**config.mk**
```make
export PLATFORM = sky130hd
export DESIGN_NAME = isp_target
export DESIGN_NICKNAME = d
export VERILOG_FILES = /design/src/rtl/isp_pkg.sv /design/src/rtl/isp_edge_sync.sv /design/src/rtl/isp_shift_engine.sv /design/src/rtl/isp_cmd_decoder.sv /design/src/rtl/isp_target.sv
export SDC_FILE = /design/constraint.sdc
export NUM_CORES = 1
export LEC_CHECK = 0
export BUFFER_PORTS_ARGS = -buffer_cell sky130_fd_sc_hd__buf_2
export CAP_MARGIN = 20
export CORE_MARGIN = 5
export CORE_UTILIZATION = 33
export DETAILED_ROUTE_END_ITERATION = 12
export GPL_TIMING_DRIVEN = 1
export PLACE_DENSITY = 0.55
export SYNTH_ARGS = -nofsm -noshare
export SYNTH_HDL_FRONTEND = slang
export SYNTH_HIERARCHICAL = 1
export SYNTH_SLANG_ARGS = --single-unit
```
**constraint.sdc**
```tcl
create_clock -name clk -period 2.5 [get_ports clk]
set_input_delay 0.375 -clock clk [delete_from_list [all_inputs] [get_ports clk]]
set_output_delay 0.375 -clock clk [all_outputs]
set_load 0.05 [all_outputs]
```
**src/rtl/isp_pkg.sv**
```systemverilog
package isp_pkg;

  localparam int CMD_BYTE_W = 8;
  localparam int CMD_BYTES  = 4;

  localparam logic [7:0] OP_ENABLE_HI = 8'hAC;
  localparam logic [7:0] OP_ENABLE_LO = 8'h53;
  localparam logic [7:0] OP_ERASE_LO  = 8'h80;
  localparam logic [7:0] OP_RD_PROG   = 8'h20;
  localparam logic [7:0] OP_RD_EE     = 8'hA0;
  localparam logic [7:0] OP_WR_PROG   = 8'h40;
  localparam logic [7:0] OP_WR_EE     = 8'hC0;

  typedef enum logic [2:0] {
    CMD_NONE,
    CMD_ENABLE,
    CMD_ERASE,
    CMD_RD_PROG,
    CMD_RD_EE,
    CMD_WR_PROG,
    CMD_WR_EE
  } cmd_e;

  // Decode an instruction from its first two bytes.
  function automatic cmd_e classify(input logic [7:0] op, input logic [7:0] arg);
    cmd_e k;
    k = CMD_NONE;
    if (op == OP_ENABLE_HI) begin
      if (arg == OP_ENABLE_LO)     k = CMD_ENABLE;
      else if (arg == OP_ERASE_LO) k = CMD_ERASE;
    end
    else if (op == OP_RD_PROG) k = CMD_RD_PROG;
    else if (op == OP_RD_EE)   k = CMD_RD_EE;
    else if (op == OP_WR_PROG) k = CMD_WR_PROG;
    else if (op == OP_WR_EE)   k = CMD_WR_EE;
    return k;
  endfunction

  function automatic logic is_read(input cmd_e k);
    return (k == CMD_RD_PROG) || (k == CMD_RD_EE);
  endfunction

  function automatic logic is_write(input cmd_e k);
    return (k == CMD_WR_PROG) || (k == CMD_WR_EE);
  endfunction

  function automatic logic targets_eeprom(input cmd_e k);
    return (k == CMD_RD_EE) || (k == CMD_WR_EE);
  endfunction

endpackage

```
**src/rtl/isp_edge_sync.sv**
```systemverilog
module isp_edge_sync #(
  parameter int STAGES = 2
) (
  input  logic clk,
  input  logic rst_n,
  input  logic sck_i,
  input  logic sdi_i,
  output logic rise_o,
  output logic fall_o,
  output logic sdi_o
);

  logic [STAGES-1:0] sck_pipe;
  logic [STAGES-1:0] sdi_pipe;
  logic              sck_last;

  generate
    if (STAGES == 1) begin : g_single
      always_ff @(posedge clk or negedge rst_n) begin
        if (!rst_n) begin
          sck_pipe <= '0;
          sdi_pipe <= '0;
        end else begin
          sck_pipe <= sck_i;
          sdi_pipe <= sdi_i;
        end
      end
    end else begin : g_chain
      always_ff @(posedge clk or negedge rst_n) begin
        if (!rst_n) begin
          sck_pipe <= '0;
          sdi_pipe <= '0;
        end else begin
          sck_pipe <= {sck_pipe[STAGES-2:0], sck_i};
          sdi_pipe <= {sdi_pipe[STAGES-2:0], sdi_i};
        end
      end
    end
  endgenerate

  always_ff @(posedge clk or negedge rst_n) begin
    if (!rst_n) sck_last <= 1'b0;
    else        sck_last <= sck_pipe[STAGES-1];
  end

  assign rise_o = sck_pipe[STAGES-1] & ~sck_last;
  assign fall_o = ~sck_pipe[STAGES-1] & sck_last;
  assign sdi_o  = sdi_pipe[STAGES-1];

  // with levels of at least 3 cycles, edges are never adjacent
  p_edge_spacing_r1: assert property (@(posedge clk) disable iff (!rst_n)
    (rise_o || fall_o) |=> !(rise_o || fall_o));

endmodule

```
**src/rtl/isp_shift_engine.sv**
```systemverilog
module isp_shift_engine #(
  parameter int BYTE_W = 8,
  parameter int BYTES  = 4,
  localparam int BITW  = $clog2(BYTE_W),
  localparam int IDXW  = $clog2(BYTES)
) (
  input  logic              clk,
  input  logic              rst_n,
  input  logic              active_i,
  input  logic              rise_i,
  input  logic              fall_i,
  input  logic              sdi_i,
  input  logic [BYTE_W-1:0] tx_next_i,
  output logic              byte_valid_o,
  output logic [IDXW-1:0]   byte_num_o,
  output logic [BYTE_W-1:0] byte_o,
  output logic              sdo_o
);

  localparam logic [BITW-1:0] LAST_BIT  = BITW'(BYTE_W - 1);
  localparam logic [IDXW-1:0] LAST_BYTE = IDXW'(BYTES - 1);

  logic [BITW-1:0]   bit_cnt;
  logic [IDXW-1:0]   byte_idx;
  logic [BYTE_W-1:0] rx_sr;
  logic [BYTE_W-1:0] tx_sr;
  logic              load_pend;
  logic [BYTE_W-1:0] rx_next;
  logic              last_bit;

  assign rx_next  = {rx_sr[BYTE_W-2:0], sdi_i};
  assign last_bit = (bit_cnt == LAST_BIT);
  assign sdo_o    = tx_sr[BYTE_W-1];

  always_ff @(posedge clk or negedge rst_n) begin
    if (!rst_n) begin
      bit_cnt      <= '0;
      byte_idx     <= '0;
      rx_sr        <= '0;
      tx_sr        <= '0;
      load_pend    <= 1'b0;
      byte_valid_o <= 1'b0;
      byte_num_o   <= '0;
      byte_o       <= '0;
    end else begin
      byte_valid_o <= 1'b0;
      if (!active_i) begin
        bit_cnt   <= '0;
        byte_idx  <= '0;
        tx_sr     <= '0;
        load_pend <= 1'b0;
      end else begin
        if (rise_i) begin
          rx_sr <= rx_next;
          if (last_bit) begin
            bit_cnt      <= '0;
            byte_valid_o <= 1'b1;
            byte_o       <= rx_next;
            byte_num_o   <= byte_idx;
            byte_idx     <= (byte_idx == LAST_BYTE) ? '0 : IDXW'(byte_idx + 1'b1);
            load_pend    <= 1'b1;
          end else begin
            bit_cnt <= BITW'(bit_cnt + 1'b1);
          end
        end
        if (fall_i) begin
          if (load_pend) begin
            tx_sr     <= tx_next_i;
            load_pend <= 1'b0;
          end else begin
            tx_sr <= {tx_sr[BYTE_W-2:0], 1'b0};
          end
        end
      end
    end
  end

  // the position wraps to zero once the last byte of a frame is in
  p_frame_wrap_r4: assert property (@(posedge clk) disable iff (!rst_n)
    (byte_valid_o && byte_num_o == LAST_BYTE) |-> byte_idx == '0);

  // the response line moves only after a detected falling edge
  p_sdo_on_fall_r3: assert property (@(posedge clk) disable iff (!rst_n)
    (active_i && !fall_i) |=> (!active_i || $stable(sdo_o)));

  // an inactive link keeps the response line low
  p_idle_sdo_r5: assert property (@(posedge clk) disable iff (!rst_n)
    !active_i |=> !sdo_o);

endmodule

```
**src/rtl/isp_cmd_decoder.sv**
```systemverilog
module isp_cmd_decoder
  import isp_pkg::*;
#(
  parameter int BYTE_W = 8,
  parameter int BYTES  = 4,
  localparam int IDXW  = $clog2(BYTES),
  localparam int ADDR_W = 2 * BYTE_W
) (
  input  logic              clk,
  input  logic              rst_n,
  input  logic              active_i,
  input  logic              byte_valid_i,
  input  logic [IDXW-1:0]   byte_num_i,
  input  logic [BYTE_W-1:0] byte_i,
  input  logic [BYTE_W-1:0] mem_rdata_i,
  output logic [BYTE_W-1:0] tx_next_o,
  output logic              mem_req_o,
  output logic              mem_we_o,
  output logic              mem_eeprom_o,
  output logic [ADDR_W-1:0] mem_addr_o,
  output logic [BYTE_W-1:0] mem_wdata_o,
  output logic              erase_o
);

  logic [BYTE_W-1:0] op_q;
  logic [BYTE_W-1:0] arg_q;
  logic [BYTE_W-1:0] lo_q;
  logic              unlocked_q;
  cmd_e              kind;
  logic              at_addr_end;
  logic              at_frame_end;

  assign kind         = classify(8'(op_q), 8'(arg_q));
  assign at_addr_end  = byte_valid_i && (byte_num_i == IDXW'(2));
  assign at_frame_end = byte_valid_i && (byte_num_i == IDXW'(BYTES - 1));

  always_ff @(posedge clk or negedge rst_n) begin
    if (!rst_n) begin
      op_q         <= '0;
      arg_q        <= '0;
      lo_q         <= '0;
      unlocked_q   <= 1'b0;
      tx_next_o    <= '0;
      mem_req_o    <= 1'b0;
      mem_we_o     <= 1'b0;
      mem_eeprom_o <= 1'b0;
      mem_addr_o   <= '0;
      mem_wdata_o  <= '0;
      erase_o      <= 1'b0;
    end else begin
      mem_req_o <= 1'b0;
      erase_o   <= 1'b0;
      if (!active_i) begin
        unlocked_q <= 1'b0;
        tx_next_o  <= '0;
      end else begin
        if (mem_req_o && !mem_we_o) tx_next_o <= mem_rdata_i;
        if (byte_valid_i) begin
          tx_next_o <= byte_i;
          if (byte_num_i == IDXW'(0)) op_q  <= byte_i;
          if (byte_num_i == IDXW'(1)) arg_q <= byte_i;
          if (at_addr_end) begin
            lo_q <= byte_i;
            if (unlocked_q && is_read(kind)) begin
              mem_req_o    <= 1'b1;
              mem_we_o     <= 1'b0;
              mem_eeprom_o <= targets_eeprom(kind);
              mem_addr_o   <= {arg_q, byte_i};
            end
          end
          if (at_frame_end) begin
            if (kind == CMD_ENABLE) unlocked_q <= 1'b1;
            if (unlocked_q && kind == CMD_ERASE) erase_o <= 1'b1;
            if (unlocked_q && is_write(kind)) begin
              mem_req_o    <= 1'b1;
              mem_we_o     <= 1'b1;
              mem_eeprom_o <= targets_eeprom(kind);
              mem_addr_o   <= {arg_q, lo_q};
              mem_wdata_o  <= byte_i;
            end
          end
        end
      end
    end
  end

  // nothing reaches the memory port before the link is enabled
  p_locked_quiet_r7: assert property (@(posedge clk) disable iff (!rst_n)
    !unlocked_q |-> (!mem_req_o && !erase_o));

  // erase is a single-cycle strobe and never overlaps an access
  p_erase_pulse_r8: assert property (@(posedge clk) disable iff (!rst_n)
    erase_o |=> !erase_o);
  p_one_action_r8: assert property (@(posedge clk) disable iff (!rst_n)
    $onehot0({mem_req_o, erase_o}));

  // a read follows the completion of the third byte
  p_read_slot_r9: assert property (@(posedge clk) disable iff (!rst_n)
    (mem_req_o && !mem_we_o) |-> $past(at_addr_end));

  // a write follows the completion of the fourth byte
  p_write_slot_r10: assert property (@(posedge clk) disable iff (!rst_n)
    (mem_req_o && mem_we_o) |-> $past(at_frame_end));

endmodule

```
**src/rtl/isp_target.sv**
```systemverilog
module isp_target
  import isp_pkg::*;
#(
  parameter int SYNC_STAGES = 2,
  parameter int BYTE_W      = CMD_BYTE_W,
  parameter int BYTES       = CMD_BYTES,
  localparam int ADDR_W     = 2 * BYTE_W
) (
  input  logic              clk,
  input  logic              rst_n,
  input  logic              isp_active,
  input  logic              isp_sck,
  input  logic              isp_sdi,
  output logic              isp_sdo,
  output logic              mem_req,
  output logic              mem_we,
  output logic              mem_eeprom,
  output logic [ADDR_W-1:0] mem_addr,
  output logic [BYTE_W-1:0] mem_wdata,
  input  logic [BYTE_W-1:0] mem_rdata,
  output logic              erase_req
);

  localparam int IDXW = $clog2(BYTES);

  logic              sck_rise;
  logic              sck_fall;
  logic              sdi_sync;
  logic              byte_valid;
  logic [IDXW-1:0]   byte_num;
  logic [BYTE_W-1:0] byte_val;
  logic [BYTE_W-1:0] tx_next;

  isp_edge_sync #(.STAGES(SYNC_STAGES)) u_sync (
    .clk    (clk),
    .rst_n  (rst_n),
    .sck_i  (isp_sck),
    .sdi_i  (isp_sdi),
    .rise_o (sck_rise),
    .fall_o (sck_fall),
    .sdi_o  (sdi_sync)
  );

  isp_shift_engine #(.BYTE_W(BYTE_W), .BYTES(BYTES)) u_shift (
    .clk          (clk),
    .rst_n        (rst_n),
    .active_i     (isp_active),
    .rise_i       (sck_rise),
    .fall_i       (sck_fall),
    .sdi_i        (sdi_sync),
    .tx_next_i    (tx_next),
    .byte_valid_o (byte_valid),
    .byte_num_o   (byte_num),
    .byte_o       (byte_val),
    .sdo_o        (isp_sdo)
  );

  isp_cmd_decoder #(.BYTE_W(BYTE_W), .BYTES(BYTES)) u_dec (
    .clk          (clk),
    .rst_n        (rst_n),
    .active_i     (isp_active),
    .byte_valid_i (byte_valid),
    .byte_num_i   (byte_num),
    .byte_i       (byte_val),
    .mem_rdata_i  (mem_rdata),
    .tx_next_o    (tx_next),
    .mem_req_o    (mem_req),
    .mem_we_o     (mem_we),
    .mem_eeprom_o (mem_eeprom),
    .mem_addr_o   (mem_addr),
    .mem_wdata_o  (mem_wdata),
    .erase_o      (erase_req)
  );

  // an inactive link issues no memory traffic on the following cycle
  p_idle_port_r5: assert property (@(posedge clk) disable iff (!rst_n)
    !isp_active |=> (!mem_req && !erase_req));

endmodule

```
Word-level counts from Yosys, hierarchy flattened
Index checks and enable logic that the tools add are counted.

Flip-flop bits (word level): 98. Bits in latches: 0. Bits in writable memories: 0. Bits in read-only memories: 0. Input bits: 13. Output and inout bits: 29. Memories kept: 0.

Add/sub/neg operators: 2. Multipliers: 0. Divide/modulo/power cells: 0. $lt $le $gt $ge: 0. Equal/unequal tests: 25. Shift operators: 0. Mux-type cells: 54. Bitwise operators: 4. Reductions and logical operators: 20.

Operator list (number): two-way mux 16 bit (4); two-way mux 8 bit (6); == test 8 bit (second input constant) (4); two-way mux 1 bit (30); two-way mux 3 bit (9); == test 8 x 7 -> 1 bit (second input constant) (2); AND reduction 3 bit (5); == test 3 bit (second input constant) (4); inequality test 2 x 1 -> 1 bit (second input constant) (6); two-way mux 2 bit (5); == test 8 x 6 -> 1 bit (second input constant) (1); == test 2 bit (second input constant) (3); == test 3 x 2 -> 1 bit (second input constant) (2); logical AND 1 bit (6); AND reduction 2 bit (3); AND reduction 4 bit (1); adder 3 x 1 -> 3 bit (second input constant) (1); == test 3 x 1 -> 1 bit (second input constant) (1); logical OR 1 bit (3); inequality test 3 x 1 -> 1 bit (second input constant) (1); adder 2 x 1 -> 2 bit (second input constant) (1); bitwise AND 1 bit (2); == test 2 x 1 -> 1 bit (second input constant) (1); zero test 2 bit (1); other kinds (2) (3).

Logic depth before layout (Yosys ltp)
Depth after elaboration: 15. Mapped depth: 7. Gate-level depth less buffers: 5.

Modules after synthesis
The synthesis kept the hierarchy.

Modules (own cells, without submodules): isp_cmd_decoder (instances 1, cells an instance 194, area an instance 2696.3 um2, sequential area each 1526.5 um2); isp_shift_engine (instances 1, cells an instance 101, area an instance 1397.6 um2, sequential area each 800.8 um2); isp_edge_sync (instances 1, cells an instance 7, area an instance 140.1 um2, sequential area each 125.1 um2).

Worst setup path after synthesis
No wires, ideal clock.

Path type: register to register. Start point: reg u_dec.op_q[4]. End point: reg u_dec.mem_eeprom_o. Setup time: 0.125 ns. Data arrival time: 2.121 ns. Slack: 0.253 ns. Cell stages (with the launch flop): 8. Buffers on the path: 2. Clock period less this slack: 2.247 ns. Path through: dfrtp_1 -> or3_1 -> buf_2 -> nor4_4 -> a211oi_4 -> o21ai_4 -> buf_6 -> mux2_4.

Word-level cells in the longest chain between the ends: 13. Elaborated cells between the ends (all ways): 23.

RTL lines: from (decl) (RTL line isp_cmd_decoder.sv:25) `logic [BYTE_W-1:0] op_q;`; from (signal assigned) (RTL line isp_cmd_decoder.sv:60) `if (byte_num_i == IDXW'(0)) op_q <= byte_i;`; == test 8 bit (RTL line isp_pkg.sv:35) `else if (op == OP_WR_EE) k = CMD_WR_EE;`; two-way mux 3 bit (RTL line isp_pkg.sv:35); two-way mux 3 bit (RTL line isp_pkg.sv:34) `else if (op == OP_WR_PROG) k = CMD_WR_PROG;`; two-way mux 3 bit (RTL line isp_pkg.sv:33) `else if (op == OP_RD_EE) k = CMD_RD_EE;`; two-way mux 3 bit (RTL line isp_pkg.sv:32) `else if (op == OP_RD_PROG) k = CMD_RD_PROG;`; two-way mux 3 bit (*) (RTL line isp_pkg.sv:28) `if (op == OP_ENABLE_HI) begin`; == test 3 x 2 -> 1 bit / == test 3 bit (equally long branches) (RTL line isp_pkg.sv:40, isp_pkg.sv:48); logical OR 1 bit (RTL line isp_pkg.sv:40) `return (k == CMD_RD_PROG) || (k == CMD_RD_EE);`; logical AND 1 bit (RTL line isp_cmd_decoder.sv:64) `if (unlocked_q && is_read(kind)) begin`; two-way mux 1 bit (RTL line isp_cmd_decoder.sv:64); two-way mux 1 bit (RTL line isp_cmd_decoder.sv:62) `if (at_addr_end) begin`; two-way mux 1 bit (RTL line isp_cmd_decoder.sv:74) `if (unlocked_q && is_write(kind)) begin`; two-way mux 1 bit (*) (RTL line isp_cmd_decoder.sv:71) `if (at_frame_end) begin`; to (signal assigned) (RTL line isp_cmd_decoder.sv:67) `mem_eeprom_o <= targets_eeprom(kind);`; to (signal assigned) (RTL line isp_cmd_decoder.sv:77) `mem_eeprom_o <= targets_eeprom(kind);`; to (decl) (RTL line isp_cmd_decoder.sv:19) `output logic mem_eeprom_o,`.

Every way passes the cells marked *; elsewhere a longest branch is shown, timed or not. A chain may end at the register's enable or synchronous reset.

Worst setup path after layout
Start point: reg u_dec.op_q[4]. End point: reg u_dec.mem_wdata_o[7].

Word-level cells in the longest chain between the ends: 10. Elaborated cells between the ends (all ways): 15.

RTL lines: == test 8 bit (RTL line isp_pkg.sv:35); two-way mux 3 bit (RTL line isp_pkg.sv:35); two-way mux 3 bit (RTL line isp_pkg.sv:34); two-way mux 3 bit (RTL line isp_pkg.sv:33); two-way mux 3 bit (RTL line isp_pkg.sv:32); two-way mux 3 bit (*) (RTL line isp_pkg.sv:28); == test 3 bit (RTL line isp_pkg.sv:44) `return (k == CMD_WR_PROG) || (k == CMD_WR_EE);`; logical OR 1 bit (*) (RTL line isp_pkg.sv:44); logical AND 1 bit (*) (RTL line isp_cmd_decoder.sv:74); AND reduction 4 bit (no source line) (*); to (signal assigned) (RTL line isp_cmd_decoder.sv:79) `mem_wdata_o <= byte_i;`; to (decl) (RTL line isp_cmd_decoder.sv:21) `output logic [BYTE_W-1:0] mem_wdata_o,`.

Marks and branches as above.

==> impl_metrics.toml <==
[yosys]
yosysMostFrequentCell = "dfrtp_1"
synth_flop_cell = "dfrtp_1"
synthesis.area_um2 = 4230
ys_seq_elements = 98
yosys-mux-area-fraction_pct = 20.3
yosys.area_share.simple_pct = 8.72
synth_top_cell_by_area = "dfrtp_1"
synthXorXnorAreaFrac_pct = 0.207
syn_avg_cell_area_um2 = 14.0
synth_top_family_by_area = "multiplexers"
yosys.area_share.adder_pct = 0.887
yosys_warnings = 6
synthTopCellsByArea = "dfrtp_1 58%, mux2_2 13%, mux2i_1 4.3%"
synth_edf_count = 0
netlist_instances = 302
synth_compound_area_share_pct = 9.90
synth_nets = 318
post_synth_num_cell_types = 48
ys_async_sr_fraction_pct = 100
synth_top_cell_area_share_pct = 57.9
ys_seq_area_share_pct = 57.9
yosys-top-cells-count = "98 x dfrtp_1, 47 x mux2_2, 18 x mux2i_1"

[route]
dr.pass1.iters = 6
num_vias = 2558
ant_nets = 0
drtIter0Drc = 152
vias_per_cell = 4.82
wl_per_cell_um = 16.6
routed_wl_um = 8820
route.detailed.drc = 0

[setup_path]
critPathCaptureType = "flip-flop"
cp_top_family = "simple AND/OR/NAND/NOR gates"
slowest_delay_ns = 0.53
crit_path_top_delay_cell = "or3_1"
path_cells = "or3_1 -> nor4_2 -> a211oi_4 -> nor2_4 -> mux2_2"
worstPathArrival_ns = 2.55
worst_setup_path_start_kind = "flip-flop"
crit_buf_inv = 0
crit_required_ns = 2.73
crit_path_max_fanout = 10
worstSetupPathType = "flip-flop to flip-flop"

[die]
fp.coreArea_um2 = 12600
die_x_um = 123
die_area_um2 = 15200
die_h_um = 123
rows = 41
start_util_pct = 33.6
pin_count = 42

[pwr]
ir_drop_v = 0.000280
switchingPower_uw = 759
power_frac_seq_pct = 53.4
p_clk_share_pct = 41.8
p_leak_nw = 2.43
swShare_pct = 23.9
p_int_mw = 2.42
p_comb_share_pct = 4.8
p_per_area_nw_per_um2 = 638

[placed_design]
placed_area_um2 = 4660
portBuffers = 41
dp_hpwl_um = 6010
dpl.cell_count = 513
globalplace.congestion = 0.817

[finish]
stdcell_count = 531
area_growth_syn_to_layout_pct = 17.6
multi_input_area_um2 = 1690
regArea_um2 = 2450
final_util_pct = 39.5
finalNetCount = 370
diodes = 0
fin_area_um2 = 4980
drive_gt1_share_pct = 38.7
fillers = 1254

[clocking]
clkSlewWorstSetupHoldPaths_ns = 0.07
clock_path_buffers = 2
cts-buffers-inserted = 9
clock-root-buffer = "clkbuf_16"
cts_resized = 0
cts_tree = "built"
h-tree-depth = 3
clkLatencyLatePin_ns = 0.34
cts_sinks = 98

[timing]
hold_viol = 0
slew_headroom_pct = 54.4
tightest_slew_ns = 0.680
finalCritPeriodShare_pct = 93.0
fmax_ghz = 0.430
drv_slew = 0
fin_crit_ns = 2.32
final.setup.tns_ns = 0
setup_violations = 0
skew_ns = 0.00670
rsz0062_at_grt = "no"
whs_ns = 0.137

[flow_run]
cap_violations = 0

[global_routing]
grt_max_degree = 55
globalRoute.totalOverflow = 0
grt_pass1_wl_um = 14600
grt_pass1_vias = 2737
gr-usage-all-layers_pct = 12.6
antenna_found_initial = 0

[worst_hold_path]
min_path_type = "primary input to flip-flop"

[status]
outcome = "finished, final reports clean"
## flip-flops by register name (all words and copies together) (netlist names), 2 cells and up
name                flops
u_shift/tx_sr           8
u_shift/bit_cnt         3
u_dec/tx_next_o         8
u_dec/arg_q             8
u_dec/mem_addr_o       16
u_shift/byte_num_o      2
u_shift/rx_sr           7
u_sync/sdi_pipe         2
u_shift/byte_idx        2
u_shift/byte_o          8
u_dec/mem_wdata_o       8
u_dec/lo_q              8
u_dec/op_q              8
u_sync/sck_pipe         2
## layout make-up
cell class | instances | area share, %
Sequential cell | 98 | 49.2
Multi-Input combinational cell | 189 | 34.0
Timing Repair Buffer | 52 | 6.38
Clock buffer | 9 | 4.52
Tap cell | 172 | 4.32
Clock inverter | 7 | 1.21
Inverter | 4 | 0.302
## cells by family (layout without fill, tap and decap cells)
logic type	after synthesis	in the layout
buffers and inverters	15	72
AND/OR/NAND/NOR	55	55
AO/OA/AOI/OAI	55	55
multiplexers	75	75
flip-flops	98	98
adder cells (fa/ha/maj)	3	3
XOR/XNOR	1	1
## cells in the final DEF, fill, tap and decap left out, types with 2 or more instances in the layout
| cell type | Yosys | layout |
|---|---|---|
| ha_1 | 3 | 3 |
| o21ai_0 | 9 | 9 |
| clkbuf_16 | 0 | 9 |
| buf_4 | 1 | 9 |
| mux2i_1 | 18 | 18 |
| o21a_1 | 10 | 10 |
| or3b_1 | 2 | 2 |
| nor2b_1 | 3 | 3 |
| buf_2 | 4 | 40 |
| inv_6 | 0 | 2 |
| nand3_1 | 6 | 6 |
| inv_1 | 4 | 4 |
| nand2b_1 | 3 | 3 |
| o32a_1 | 8 | 8 |
| nor4b_1 | 2 | 2 |
| a21bo_2 | 2 | 2 |
| nand2_1 | 4 | 4 |
| nor2_1 | 14 | 14 |
| mux2_2 | 47 | 47 |
| mux2_4 | 10 | 10 |
| a22o_1 | 8 | 8 |
| buf_12 | 0 | 2 |
| dfrtp_1 | 98 | 98 |
| nand3b_1 | 3 | 3 |
| clkinvlp_4 | 0 | 3 |
| a21oi_1 | 13 | 13 |
| nor3_2 | 2 | 2 |
## layer usage
layer | global-route usage (%) | vias to the layer above | wire length, µm
met5 | 0 | - | 0
met4 | 5.81 | 0 | 180
met3 | 2.29 | 12 | 309
met2 | 19.9 | 39 | 4140
met1 | 16.8 | 1295 | 4190
li1 | - | 1212 | -
## power by group through the flow
stage / sequential (mW) / combinational [mW] / clock (mW)
after floorplan: 1.72 / 0.0906 / 0
after global placement: 1.72 / 0.153 / 0
after detailed placement: 1.73 / 0.156 / 0
after CTS: 1.70 / 0.159 / 1.37
after global routing: 1.70 / 0.176 / 1.44
final: 1.70 / 0.154 / 1.33
## per-stage QoR
stage | setup WS, ns | power, mW
3_3_place_gp | 0.189 | 1.88
5_1_grt | 0.0724 | 3.32
3_5_place_dp | 0.0748 | 1.88
2_1_floorplan | 0.253 | 1.81
6_report | 0.176 | 3.18
4_1_cts | 0.0652 | 3.22
## what timing repair did
| action | CTS | global route |
|---|---|---|
| endpoints found under the setup margin | 0 | 8 |
| hold buffers | 1 | 0 |
| hold endpoints to repair | 22 | 0 |
| setup buffers | 0 | 1 |
## path summary, 6_finish.rpt
kind,startpoint,end,slack (ns),cells past startpoint
worst max-delay path,u_dec/op_q[4]$_DFFE_PN0P_,u_dec/mem_wdata_o[7]$_DFFE_PN0P_,0.18,5
worst min-delay path,isp_sdi,u_sync/sdi_pipe[0]$_DFF_PN0_,0.14,1
worst max register to register,u_dec/op_q[4]$_DFFE_PN0P_,u_dec/mem_wdata_o[7]$_DFFE_PN0P_,0.18,5
worst min register to register,u_sync/sdi_pipe[0]$_DFF_PN0_,u_sync/sdi_pipe[1]$_DFF_PN0_,0.35,0
max in group asynchronous,rst_n,u_dec/mem_addr_o[13]$_DFFE_PN0P_,1.42,3
min in group asynchronous,rst_n,u_shift/rx_sr[1]$_DFFE_PN0P_,0.47,2
No activity file was read; power rests on OpenSTA's default activity.
